==> config.mk <==
export PLATFORM = sky130hd
export DESIGN_NAME = dca_top
export DESIGN_NICKNAME = d
export VERILOG_FILES = /design/src/rtl/dca_pkg.sv /design/src/rtl/dca_ctrl.sv /design/src/rtl/dca_datapath.sv /design/src/rtl/dca_top.sv
export SDC_FILE = /design/constraint.sdc
export NUM_CORES = 1
export LEC_CHECK = 0
export BUFFER_PORTS_ARGS = -buffer_cell sky130_fd_sc_hd__clkbuf_2
export CAP_MARGIN = 20
export CORE_UTILIZATION = 50
export DETAILED_ROUTE_END_ITERATION = 16
export PLACE_DENSITY = 0.64
export SYNTH_ARGS = -nofsm -noshare
export SYNTH_HDL_FRONTEND = slang
export SYNTH_HIERARCHICAL = 1
export SYNTH_SLANG_ARGS = --single-unit
==> constraint.sdc <==
create_clock -name clk -period 2.6 [get_ports clk]
set_clock_uncertainty 0.2 [all_clocks]
set_input_delay 0.26 -clock clk [delete_from_list [all_inputs] [get_ports clk]]
set_output_delay 0.26 -clock clk [all_outputs]
set_load 0.02 [all_outputs]
==> src/rtl/dca_pkg.sv <==
package dca_pkg;
  typedef struct packed {
    logic wrA;
    logic wrB;
    logic wrAf;
    logic rdA;
    logic rdB;
    logic rdAf;
    logic rdAny;
  } ctrlStrobes_t;
endpackage

==> src/rtl/dca_ctrl.sv <==
module dca_ctrl
  import dca_pkg::*;
#(
  parameter int REG_AW = 3
) (
  input  logic              clk,
  input  logic              rstN,
  input  logic              selN,
  input  logic              chanPick,
  input  logic              wrEn,
  input  logic              rdEn,
  input  logic [REG_AW:0]   addr,
  input  logic              bcastOn,
  output ctrlStrobes_t      strobes,
  output logic              rdValid
);
  localparam logic [REG_AW:0] AF_ADDR = (REG_AW+1)'(1) << REG_AW;

  logic isWr, isRd, inBank, isAf;

  always_comb begin
    isWr   = !selN && wrEn;
    isRd   = !selN && rdEn && !wrEn;
    inBank = !addr[REG_AW];
    isAf   = (addr == AF_ADDR);
    strobes.wrA   = isWr && inBank && (chanPick || bcastOn);
    strobes.wrB   = isWr && inBank && (!chanPick || bcastOn);
    strobes.wrAf  = isWr && isAf;
    strobes.rdA   = isRd && inBank && chanPick;
    strobes.rdB   = isRd && inBank && !chanPick;
    strobes.rdAf  = isRd && isAf;
    strobes.rdAny = isRd;
  end

  always_ff @(posedge clk) begin
    if (!rstN) rdValid <= 1'b0;
    else       rdValid <= isRd;
  end

  // valid flag follows an accepted read by one cycle
  assert_valid_lag_R8: assert property (@(posedge clk) disable iff (!rstN)
    (!selN && rdEn && !wrEn) |=> rdValid);
  // a colliding read never produces a valid flag
  assert_no_valid_on_clash_R9: assert property (@(posedge clk) disable iff (!rstN)
    (wrEn && rdEn) |=> !rdValid);
  // at most one read source per cycle
  assert_read_onehot_R5: assert property (@(posedge clk) disable iff (!rstN)
    $onehot0({strobes.rdA, strobes.rdB, strobes.rdAf}));
endmodule

==> src/rtl/dca_datapath.sv <==
module dca_datapath
  import dca_pkg::*;
#(
  parameter int DATA_W = 8,
  parameter int REG_AW = 3
) (
  input  logic              clk,
  input  logic              rstN,
  input  ctrlStrobes_t      strobes,
  input  logic [REG_AW-1:0] idx,
  input  logic [DATA_W-1:0] wrData,
  output logic [DATA_W-1:0] rdData,
  output logic              rdDrive,
  output logic              bcastOn
);
  localparam int NUM_REGS = 1 << REG_AW;
  localparam int NUM_CH   = 2;

  logic [NUM_CH-1:0] wrSel;
  logic [DATA_W-1:0] afReg;
  logic [DATA_W-1:0] chanOut [NUM_CH];

  assign wrSel   = {strobes.wrB, strobes.wrA};
  assign bcastOn = afReg[0];

  for (genvar c = 0; c < NUM_CH; c++) begin : gBank
    logic [NUM_REGS-1:0][DATA_W-1:0] regs;
    always_ff @(posedge clk) begin
      if (!rstN)         regs <= '0;
      else if (wrSel[c]) regs[idx] <= wrData;
    end
    assign chanOut[c] = regs[idx];
  end

  always_ff @(posedge clk) begin
    if (!rstN)             afReg <= '0;
    else if (strobes.wrAf) afReg <= wrData;
  end

  always_comb begin
    rdDrive = strobes.rdAny;
    rdData  = '0;
    if (strobes.rdA)       rdData = chanOut[0];
    else if (strobes.rdB)  rdData = chanOut[1];
    else if (strobes.rdAf) rdData = afReg;
  end

  // a dual write leaves both channels equal at that register
  assert_bcast_pair_R4: assert property (@(posedge clk) disable iff (!rstN)
    (strobes.wrA && strobes.wrB) |=>
      (gBank[0].regs[$past(idx)] == gBank[1].regs[$past(idx)]));
  // without a write strobe no storage moves
  assert_no_stray_write_R1: assert property (@(posedge clk) disable iff (!rstN)
    !(strobes.wrA || strobes.wrB || strobes.wrAf) |=>
      ($stable(gBank[0].regs) && $stable(gBank[1].regs) && $stable(afReg)));
endmodule

==> src/rtl/dca_top.sv <==
module dca_top
  import dca_pkg::*;
(
  input  logic       clk,
  input  logic       rstN,
  input  logic       selN,
  input  logic       chanPick,
  input  logic [3:0] addr,
  input  logic       wrEn,
  input  logic       rdEn,
  input  logic [7:0] wrData,
  output logic [7:0] rdData,
  output logic       rdDrive,
  output logic       rdValid
);
  localparam int DATA_W = 8;
  localparam int REG_AW = 3;

  ctrlStrobes_t strobes;
  logic         bcastOn;

  dca_ctrl #(.REG_AW(REG_AW)) uCtrl (
    .clk(clk), .rstN(rstN), .selN(selN), .chanPick(chanPick),
    .wrEn(wrEn), .rdEn(rdEn), .addr(addr), .bcastOn(bcastOn),
    .strobes(strobes), .rdValid(rdValid)
  );

  dca_datapath #(.DATA_W(DATA_W), .REG_AW(REG_AW)) uData (
    .clk(clk), .rstN(rstN), .strobes(strobes), .idx(addr[REG_AW-1:0]),
    .wrData(wrData), .rdData(rdData), .rdDrive(rdDrive), .bcastOn(bcastOn)
  );

  // an idle bus sees no driven data
  assert_idle_quiet_R1: assert property (@(posedge clk) disable iff (!rstN)
    selN |-> (!rdDrive && rdData == 8'h00));
  // write wins over read
  assert_wr_wins_R9: assert property (@(posedge clk) disable iff (!rstN)
    (wrEn && rdEn) |-> !rdDrive);
endmodule

-- Yosys cells after proc, flatten, opt, wreduce, memory -nomap -nowiden
Index checks and enable logic that the tools add are counted.
- reduce and logical (&&, ||, !) cells: 18
- muxes and demuxes: 11
- $lt $le $gt $ge: 2
- equal/unequal tests: 1
- operator list (kind ; number):
    64-bit bitwise mux ; 2
    8-bit binary-select mux with 3-bit select ; 2
    8-bit 2-to-1 mux ; 6
    8-bit demux with 3-bit select ; 1
    1-bit logical AND ; 12
    4-bit equality test, second input constant ; 1
    1-bit zero test ; 4
    3-bit by 4-bit < comparator with 1-bit output, second input constant ; 1
    3-bit by 1-bit greater-or-equal comparator with 1-bit output, second input constant ; 1
    1-bit logical OR ; 2
- bits of input ports: 18
- word-level logic and storage cells: 50
- register bits after elaboration: 137
- output and inout port bits: 10

-- Logic depth before layout (Yosys ltp)
Gate-level depths: netlist of run 1.
- depth after elaboration: 7
- depth in mapped cells: 7
- mapped depth without buffers: 6

-- By module
Netlist of run 1, hierarchy kept.
- by module, submodules not included (module ; sequential area each (sq um) ; area an instance (sq um) ; cells an instance ; times used):
    dca_datapath ; 2722.6 ; 6382.4 ; 756 ; 1
    dca_ctrl ; 20.0 ; 116.4 ; 14 ; 1

-- Least setup slack after synthesis of run 1
Ideal clock, no wire load.
- path kind: input -> output
- from: in wrEn
- to: out rdData[7]
- arrival: 1918 ps
- buffers on the path: 1
- data required time: 2140 ps
- path slack: 222 ps
- cell stages on the path: 5
- cells stage by stage: or3b_1 nor3_1 clkbuf_1 a211oi_1 a211oi_1
- RTL lines (element ; line ; source):
    start, declared ; dca_top.sv:9 ; input logic wrEn,
    end, declared ; dca_top.sv:12 ; output logic [7:0] rdData,

-- Worst setup path after layout of run 1
- from: reg uData/gBank[1].regs[48] in the netlist's numbering
- to: out rdData[0]
- word-level cells in the longest chain between the ends: 4
- ends and longest elaborated chain (element ; line ; source):
    start, declared ; dca_datapath.sv:27 ; logic [NUM_REGS-1:0][DATA_W-1:0] regs;
    start signal, assigned by index ; dca_datapath.sv:30 ; else if (wrSel[c]) regs[idx] <= wrData;
    8-bit binary-select mux with 3-bit select ; dca_datapath.sv:32 ; assign chanOut[c] = regs[idx];
    8-bit 2-to-1 mux (implied by the code) ; dca_datapath.sv:32 ;
    8-bit 2-to-1 mux ; dca_datapath.sv:44 ; else if (strobes.rdB) rdData = chanOut[1];
    8-bit 2-to-1 mux ; dca_datapath.sv:43 ; if (strobes.rdA) rdData = chanOut[0];
No other way between the ends. The select of a mux whose other input is x is not followed.

==> results of run 1 <==
==> state kept, by name, summed over array words and instances (netlist names) <==
name,cells
uData/gBank.regs,128
uCtrl/rdValid,1
uData/afReg,8
==> per-layer routing <==
layer | wire (µm) | GRT usage [%] | up-vias | part of all wire [%]
li1 | - | - | 2685 | -
met1 | 8770 | 41.1 | 2743 | 45
met2 | 8850 | 47.5 | 185 | 46
met3 | 1330 | 6.90 | 33 | 6.9
met4 | 380 | 10.8 | 0 | 2.0
met5 | 0 | 0 | - | 0
==> critical path: stages, from the launching register on <==
cell and delay (ns):
sky130_fd_sc_hd__dfxtp_1 0.32, sky130_fd_sc_hd__mux2_2 0.27, sky130_fd_sc_hd__a221oi_1 0.48, sky130_fd_sc_hd__o221ai_1 0.22
sky130_fd_sc_hd__a22o_1 0.25, sky130_fd_sc_hd__clkbuf_2 0.16
==> cell families (layout without fill, tap and decap cells) <==
family	after synthesis	after routing	share of synthesized area, %
mux	38	38	9.09
compound gates	183	183	21.5
flops	137	137	42.2
buf+inv	62	101	4.41
simple gates	350	350	22.8
==> path summary, 6_finish.rpt <==
path                                        start                                    to  slack [ns]  cells past startpoint
max          uData/gBank[1].regs[48]$_SDFFE_PN0P_                             rdData[0]        0.03                      5
min reg2reg  uData/gBank[0].regs[35]$_SDFFE_PN0P_  uData/gBank[0].regs[35]$_SDFFE_PN0P_        0.25                      2
min                                          rstN  uData/gBank[0].regs[45]$_SDFFE_PN0P_        0.14                      2
max reg2reg           uData/afReg[0]$_SDFFE_PN0P_  uData/gBank[1].regs[11]$_SDFFE_PN0P_        0.31                      7
==> where the power goes <==
| group | internal (mW) | switching, mW |
|---|---|---|
| clock | 1.55 | 0.922 |
| sequential | 2.11 | 0.00590 |
| combinational | 0.113 | 0.195 |
| total | 3.77 | 1.12 |
==> per-stage QoR <==
stage | hold slack (ns) | utilization, % | setup WS (ns) | instances | power (mW)
after floorplan | 0.182 | - | 0.222 | 770 | 2.36
after global placement | 0.238 | 54.6 | 0.146 | 949 | 2.46
after detailed placement | 0.245 | 54.6 | 0.146 | 949 | 2.46
after CTS | 0.128 | 59.4 | 0.0461 | 981 | 4.91
after global routing | 0.155 | 59.4 | 0.0161 | 981 | 5.03
final | 0.141 | 59.4 | 0.0326 | 981 | 4.90
==> layout make-up <==
cell class	instances	area [µm²]
Tap cell	172	215
Fill cell	1155	5150
Clock buffer	20	457
Inverter	5	18.8
Multi-Input combinational cell	571	3470
Timing Repair Buffer	64	465
Sequential cell	137	2740
Clock inverter	12	149
==> cell usage in the layout (no fill, tap or decap), drive strengths merged, types with 10 or more instances in the layout <==
master  instances
dfxtp         137
a221oi         15
nand2         279
buf            38
mux4           15
clkbuf         46
mux2           12
a21boi        128
mux2i          11
nor2b          16
nor2           21
nand3          10
==> impl_summary.txt, run 1 <==
----------------------------------------------------
[Pwr]
  Leakage ... 2.54 nW
  Power Density ... 651 mW/mm²
  Maximum ir drop on the vdd rail ... 0.422 mV

[Place]
  Final weighted congestion in routability-driven placement ... 0.942
  IO buf count ... 27
  Area after DPL ... 0.00692 mm²
  Final HPWL from detailed placement ... 13100 µm

[Drt]
  First DRT Iteration DRCs ... 605
  Residual DRC ... 0
  Routed wirelength normalized by instance count ... 19.7 µm
  Total via count in the routed design ... 5646
  Remaining antenna violation count ... 0
  Total detailed-routing wirelength ... 19300 µm
  Via density per instance ... 5.76
  Number of iterations in the first detailed-routing pass ... 5

[Worst setup path]
  Type of origin of the critical path ... register
  Critical Setup Path Class ... reg -> out
  Required time at the worst-slack endpoint ... 2.14 ns
  CP endpoint kind ... output port
  Data arrival time of the critical path ... 2.11 ns
  Crit Path Max Fanout ... 2

[Die]
  Floorplan core area ... 0.0127 mm²
  Num rows ... 41
  Die span in y ... 116 µm
  Starting Density ... 51.3%
  Die area ... 0.0135 mm²
  IO Count ... 28
  Die X-Extent ... 116 µm

[Finish]
  Layout cells sized above 1 ... 16.7%
  Fin area ... 0.00752 mm²
  Number of nets in the finished design ... 814
  Diode insertion count for antenna repair ... 0
  Area growth syn-to-layout ... 15.7%

[Global routing]
  Initial antenna violation count ... 0
  Overall global routing resource usage ... 30.3%
  Vias in the first global route ... 5223
  Wire length of the first global-routing pass ... 29800 µm
  Total grt overflow ... 0
  Pin count of the biggest net entering global routing ... 84

[Clocking]
  Clock-pin slew on the worst setup and hold paths ... 0.06 ns
  Latest clock arrival within the worst-skew pair ... 0.42 ns
  CTS-repair resized insts ... 0
  Clock Tree Root ... sky130_fd_sc_hd__clkbuf_16
  Htree depth ... 4
  Clock Tree Buf Depth ... 2
  Inserted Clock Buffers ... 17
  CTS tree ... done
  Number of buffers added to fix hold violations after cts ... 0
  Sink count of the clock tree ... 137
  Total setup buffers inserted after CTS ... 0

[Logic synthesis]
  Synthesized instance count ... 770
  Number of register bits inferred by synthesis ... 137
  Syn Area/Cell ... 8.44 µm²
  Largest cells by area after synthesis ... sky130_fd_sc_hd__dfxtp_1 (42%), sky130_fd_sc_hd__nand2_1 (16%), sky130_fd_sc_hd__a21boi_0 (11%), sky130_fd_sc_hd__mux4_2 (4.9%), sky130_fd_sc_hd__a21boi_1 (3.7%)
  Unique masters post-synth ... 50
  Leading cell types by count after synthesis ... sky130_fd_sc_hd__nand2_1 (279), sky130_fd_sc_hd__dfxtp_1 (137), sky130_fd_sc_hd__a21boi_0 (96)
  Syn nets ... 788
  Fraction of registers with async set or reset after synthesis ... 0%
  Yosys top cell by area ... sky130_fd_sc_hd__dfxtp_1
  Area share of the largest cell type after synthesis ... 42.2%
  Post-synth EDFFs ... 0
  Most frequent cell after synthesis ... sky130_fd_sc_hd__nand2_1
  Total number of yosys warnings ... 6
  Fraction of the yosys area taken by sequential cells ... 42.2%
  Area of the mapped netlist ... 0.00650 mm²
  Ys flop type ... sky130_fd_sc_hd__dfxtp_1

[Run status]
  Outcome ... complete, no violations

[STA]
  Number of slew-limit violations in the final report ... 0
  Peak Freq ... 389 MHz
  Aggregate negative setup slack ... 0 ns
  Worst-Margin Slew ... 0.676 ns
  Ratio of final minimum period to clock period ... 98.7%
  Endpoints failing hold ... 0
  Rel. slew slack ... 54.7%
  Unrepaired setup endpoints after global routing ... false
  Count of final setup violators ... 0
  Period minus WS final ... 2.57 ns

[Worst hold path]
  Path type of the worst min-delay path ... in -> reg

[Job]
  Max capacitance violation total ... 0

----------------------------------------------------
Power figures use the tool's default switching activity.
==> run 2: changes to the inputs <==
--- a/config.mk
+++ b/config.mk
@@ -10,6 +10,7 @@
 export CORE_UTILIZATION = 50
 export DETAILED_ROUTE_END_ITERATION = 16
 export PLACE_DENSITY = 0.64
+export REMOVE_ABC_BUFFERS = 1
 export SYNTH_ARGS = -nofsm -noshare
 export SYNTH_HDL_FRONTEND = slang
 export SYNTH_HIERARCHICAL = 1
==> run 2 against run 1 <==
  * Via count rose by 0.67%
  * Sequential share of layout area rose by 0.14 points
  * Hold slack improved by 0.0037 ns
  * Clock-buffer cell count rose by 3
  * Power rose by 0.25%
  * Sequential power barely moved
  * Setup slack got worse by 0.028 ns
  * Largest cell class unchanged
==> impl_summary.txt, run 2 (same netlist as run 1, synthesis figures left out) <==
----------------------------------------------------
[Global routing]
  Vias in the first global route ... 5558 (+6.4%)
  Initial antenna violation count ... 0 (unchanged)
  Total grt overflow ... 0 (unchanged)
  Wire length of the first global-routing pass ... 30100 µm (+1.1%)
  Overall global routing resource usage ... 31.1% (+0.73 points)
  Pin count of the biggest net entering global routing ... 77 (-8.3%)

[Run status]
  Outcome ... complete, no violations

[Clocking]
  Clock-pin slew on the worst setup and hold paths ... 0.06 ns (about the same)
  Clock Tree Root ... sky130_fd_sc_hd__clkbuf_16
  CTS tree ... done
  Latest clock arrival within the worst-skew pair ... 0.43 ns (about the same)
  Htree depth ... 4 (unchanged)
  Total setup buffers inserted after CTS ... 0 (unchanged)
  Sink count of the clock tree ... 137 (unchanged)
  Inserted Clock Buffers ... 17 (unchanged)
  Clock Tree Buf Depth ... 2 (unchanged)

[Place]
  Post-place setup slack ... 0.136 ns (-0.00926 ns)
  Final HPWL from detailed placement ... 13000 µm (-0.31%)
  IO buf count ... 27 (unchanged)
  Cell count after placement ... 940 (-0.95%)
  Final weighted congestion in routability-driven placement ... 0.987 (+4.7%)

[STA]
  Ratio of final minimum period to clock period ... 99.8% (+1.1 points)
  Worst-Margin Slew ... 0.598 ns (-0.0782 ns)
  Number of slew-limit violations in the final report ... 0 (unchanged)
  Count of final setup violators ... 0 (unchanged)
  Endpoints failing hold ... 0 (unchanged)
  Rel. slew slack ... 59.9% (+5.2 points)
  Setup slack of the critical path after layout ... 0.00481 ns (-0.0277 ns)
  Worst hold slack ... 0.145 ns (+0.00369 ns)
  Peak Freq ... 385 MHz (-1.1%)
  Unrepaired setup endpoints after global routing ... true
  Period minus WS final ... 2.60 ns (+0.0277 ns)

[Die]
  Die X-Extent ... 116 µm (unchanged)
  IO Count ... 28 (unchanged)
  Floorplan core area ... 0.0127 mm² (unchanged)
  Die span in y ... 116 µm (unchanged)
  Die area ... 0.0135 mm² (unchanged)
  Num rows ... 41 (unchanged)
  Starting Density ... 51.3% (unchanged)

[Drt]
  Total via count in the routed design ... 5684 (+0.67%)
  Residual DRC ... 0 (unchanged)
  Number of iterations in the first detailed-routing pass ... 5 (unchanged)
  Via density per instance ... 5.85 (+1.7%)
  Remaining antenna violation count ... 0 (unchanged)
  Total detailed-routing wirelength ... 19600 µm (+1.3%)
  First DRT Iteration DRCs ... 508 (-16%)
  Routed wirelength normalized by instance count ... 20.2 µm (+2.4%)

[Worst setup path]
  Flop2flop setup slack ... 0.39 ns (+0.08 ns)
  Critical Setup Path Class ... reg -> out
  Data arrival time of the critical path ... 2.14 ns (+0.03 ns)
  Crit Path Max Fanout ... 2 (unchanged)
  Required time at the worst-slack endpoint ... 2.14 ns (about the same)
  Type of origin of the critical path ... register
  CP endpoint kind ... output port

[Job]
  Max capacitance violation total ... 0 (unchanged)

[Pwr]
  Power Density ... 655 mW/mm² (+0.59%)
  Leakage ... 2.51 nW (-1.3%)
  Maximum ir drop on the vdd rail ... 0.579 mV (+37%)
  Power, Total ... 4.91 mW (+0.25%)

[Finish]
  Number of nets in the finished design ... 805 (-1.1%)
  Layout cells sized above 1 ... 15.9% (-0.79 points)
  Final standard cell utilization of the core ... 59.2% (-0.20 points)
  Area occupied by multi-input gates ... 0.00349 mm² (+0.40%)
  Area growth syn-to-layout ... 15.4%
  Most frequent cells in the layout ... sky130_fd_sc_hd__nand2_1 (279), sky130_fd_sc_hd__dfxtp_1 (136), sky130_fd_sc_hd__a21boi_0 (96), sky130_fd_sc_hd__a21boi_1 (32), sky130_fd_sc_hd__clkbuf_2 (25)
  Register area ... 0.00274 mm² (about the same)
  Diode insertion count for antenna repair ... 0 (unchanged)
  Most flops, register ... uData/gBank.regs
  Flip-flop count of the largest register, all copies and words added ... 128 (unchanged)
  Final std cells w/o fill ... 971 (-1.0%)
  Most common cell after layout, fill and taps aside ... sky130_fd_sc_hd__nand2_1
  Fill cell instance count of the final layout ... 1164 (+0.78%)
  Leading registers by flop count ... uData/gBank.regs: 128 flops, uData/afReg: 8 flops, uCtrl/rdValid: 1 flops

[Worst hold path]
  Path type of the worst min-delay path ... in -> reg

----------------------------------------------------
run 2: cell types whose count changed in the layout (fill, tap and decap cells not counted), moves of 2 or more:
cell,before,now
sky130_fd_sc_hd__clkinvlp_4,4,1
sky130_fd_sc_hd__clkbuf_8,2,4
sky130_fd_sc_hd__buf_4,34,24
sky130_fd_sc_hd__buf_12,4,6
run 2: metrics by stage:
| step | TNS, ns | instance area [µm²] |
|---|---|---|
| finish | 0 | 7500 |
| global route | -0.00818 | 7500 |
| CTS | 0 | 7490 |
| detailed placement | 0 | 6870 |
| global placement | 0 | 6870 |
| floorplan | -1.07 | 6230 |
run 2: report_power, final:
group	switching, mW	internal [mW]	leakage, nW
Clock	0.891	1.60	0.299
Combinational	0.194	0.111	1.11
Sequential	0.00609	2.11	1.10
run 2: final timing paths:
kind	from	end	depth (start not counted)
worst max register to register	uData/afReg[0]$_SDFFE_PN0P_	uData/gBank[0].regs[47]$_SDFFE_PN0P_	7
worst max-delay path	uData/gBank[1].regs[51]$_SDFFE_PN0P_	rdData[3]	5
worst min-delay path	rstN	uData/gBank[0].regs[33]$_SDFFE_PN0P_	2
worst min register to register	uData/gBank[0].regs[12]$_SDFFE_PN0P_	uData/gBank[0].regs[12]$_SDFFE_PN0P_	2
run 2: final cells by class:
cell class                      instances  share of cell area [%]
Multi-Input combinational cell        571                    46.5
Sequential cell                       137                    36.6
Clock buffer                           23                    6.51
Timing Repair Buffer                   55                    5.67
Tap cell                              172                    2.87
Clock inverter                          8                    1.57
Inverter                                5                   0.250
run 2: layer usage:
layer	GRT usage [%]	share of wire [%]	vias to the layer above
met5	0	0	-
met2	53.1	49	217
met1	37.7	42	2756
met3	6.17	6.4	42
met4	14.2	2.9	0
li1	-	-	2669
run 2: worst max-delay path: stages, from the launching register on:
cell and delay (ns):
sky130_fd_sc_hd__dfxtp_1 0.33, sky130_fd_sc_hd__mux4_2 0.50, sky130_fd_sc_hd__mux2_4 0.30, sky130_fd_sc_hd__a221oi_4 0.33, sky130_fd_sc_hd__a31oi_2 0.08, sky130_fd_sc_hd__buf_4 0.17
run 2: timing repair:
action                     CTS  global route
hold buffers                 0             0
gates resized for setup      4             2
pin swaps                    1             1
setup endpoints to repair    1             1
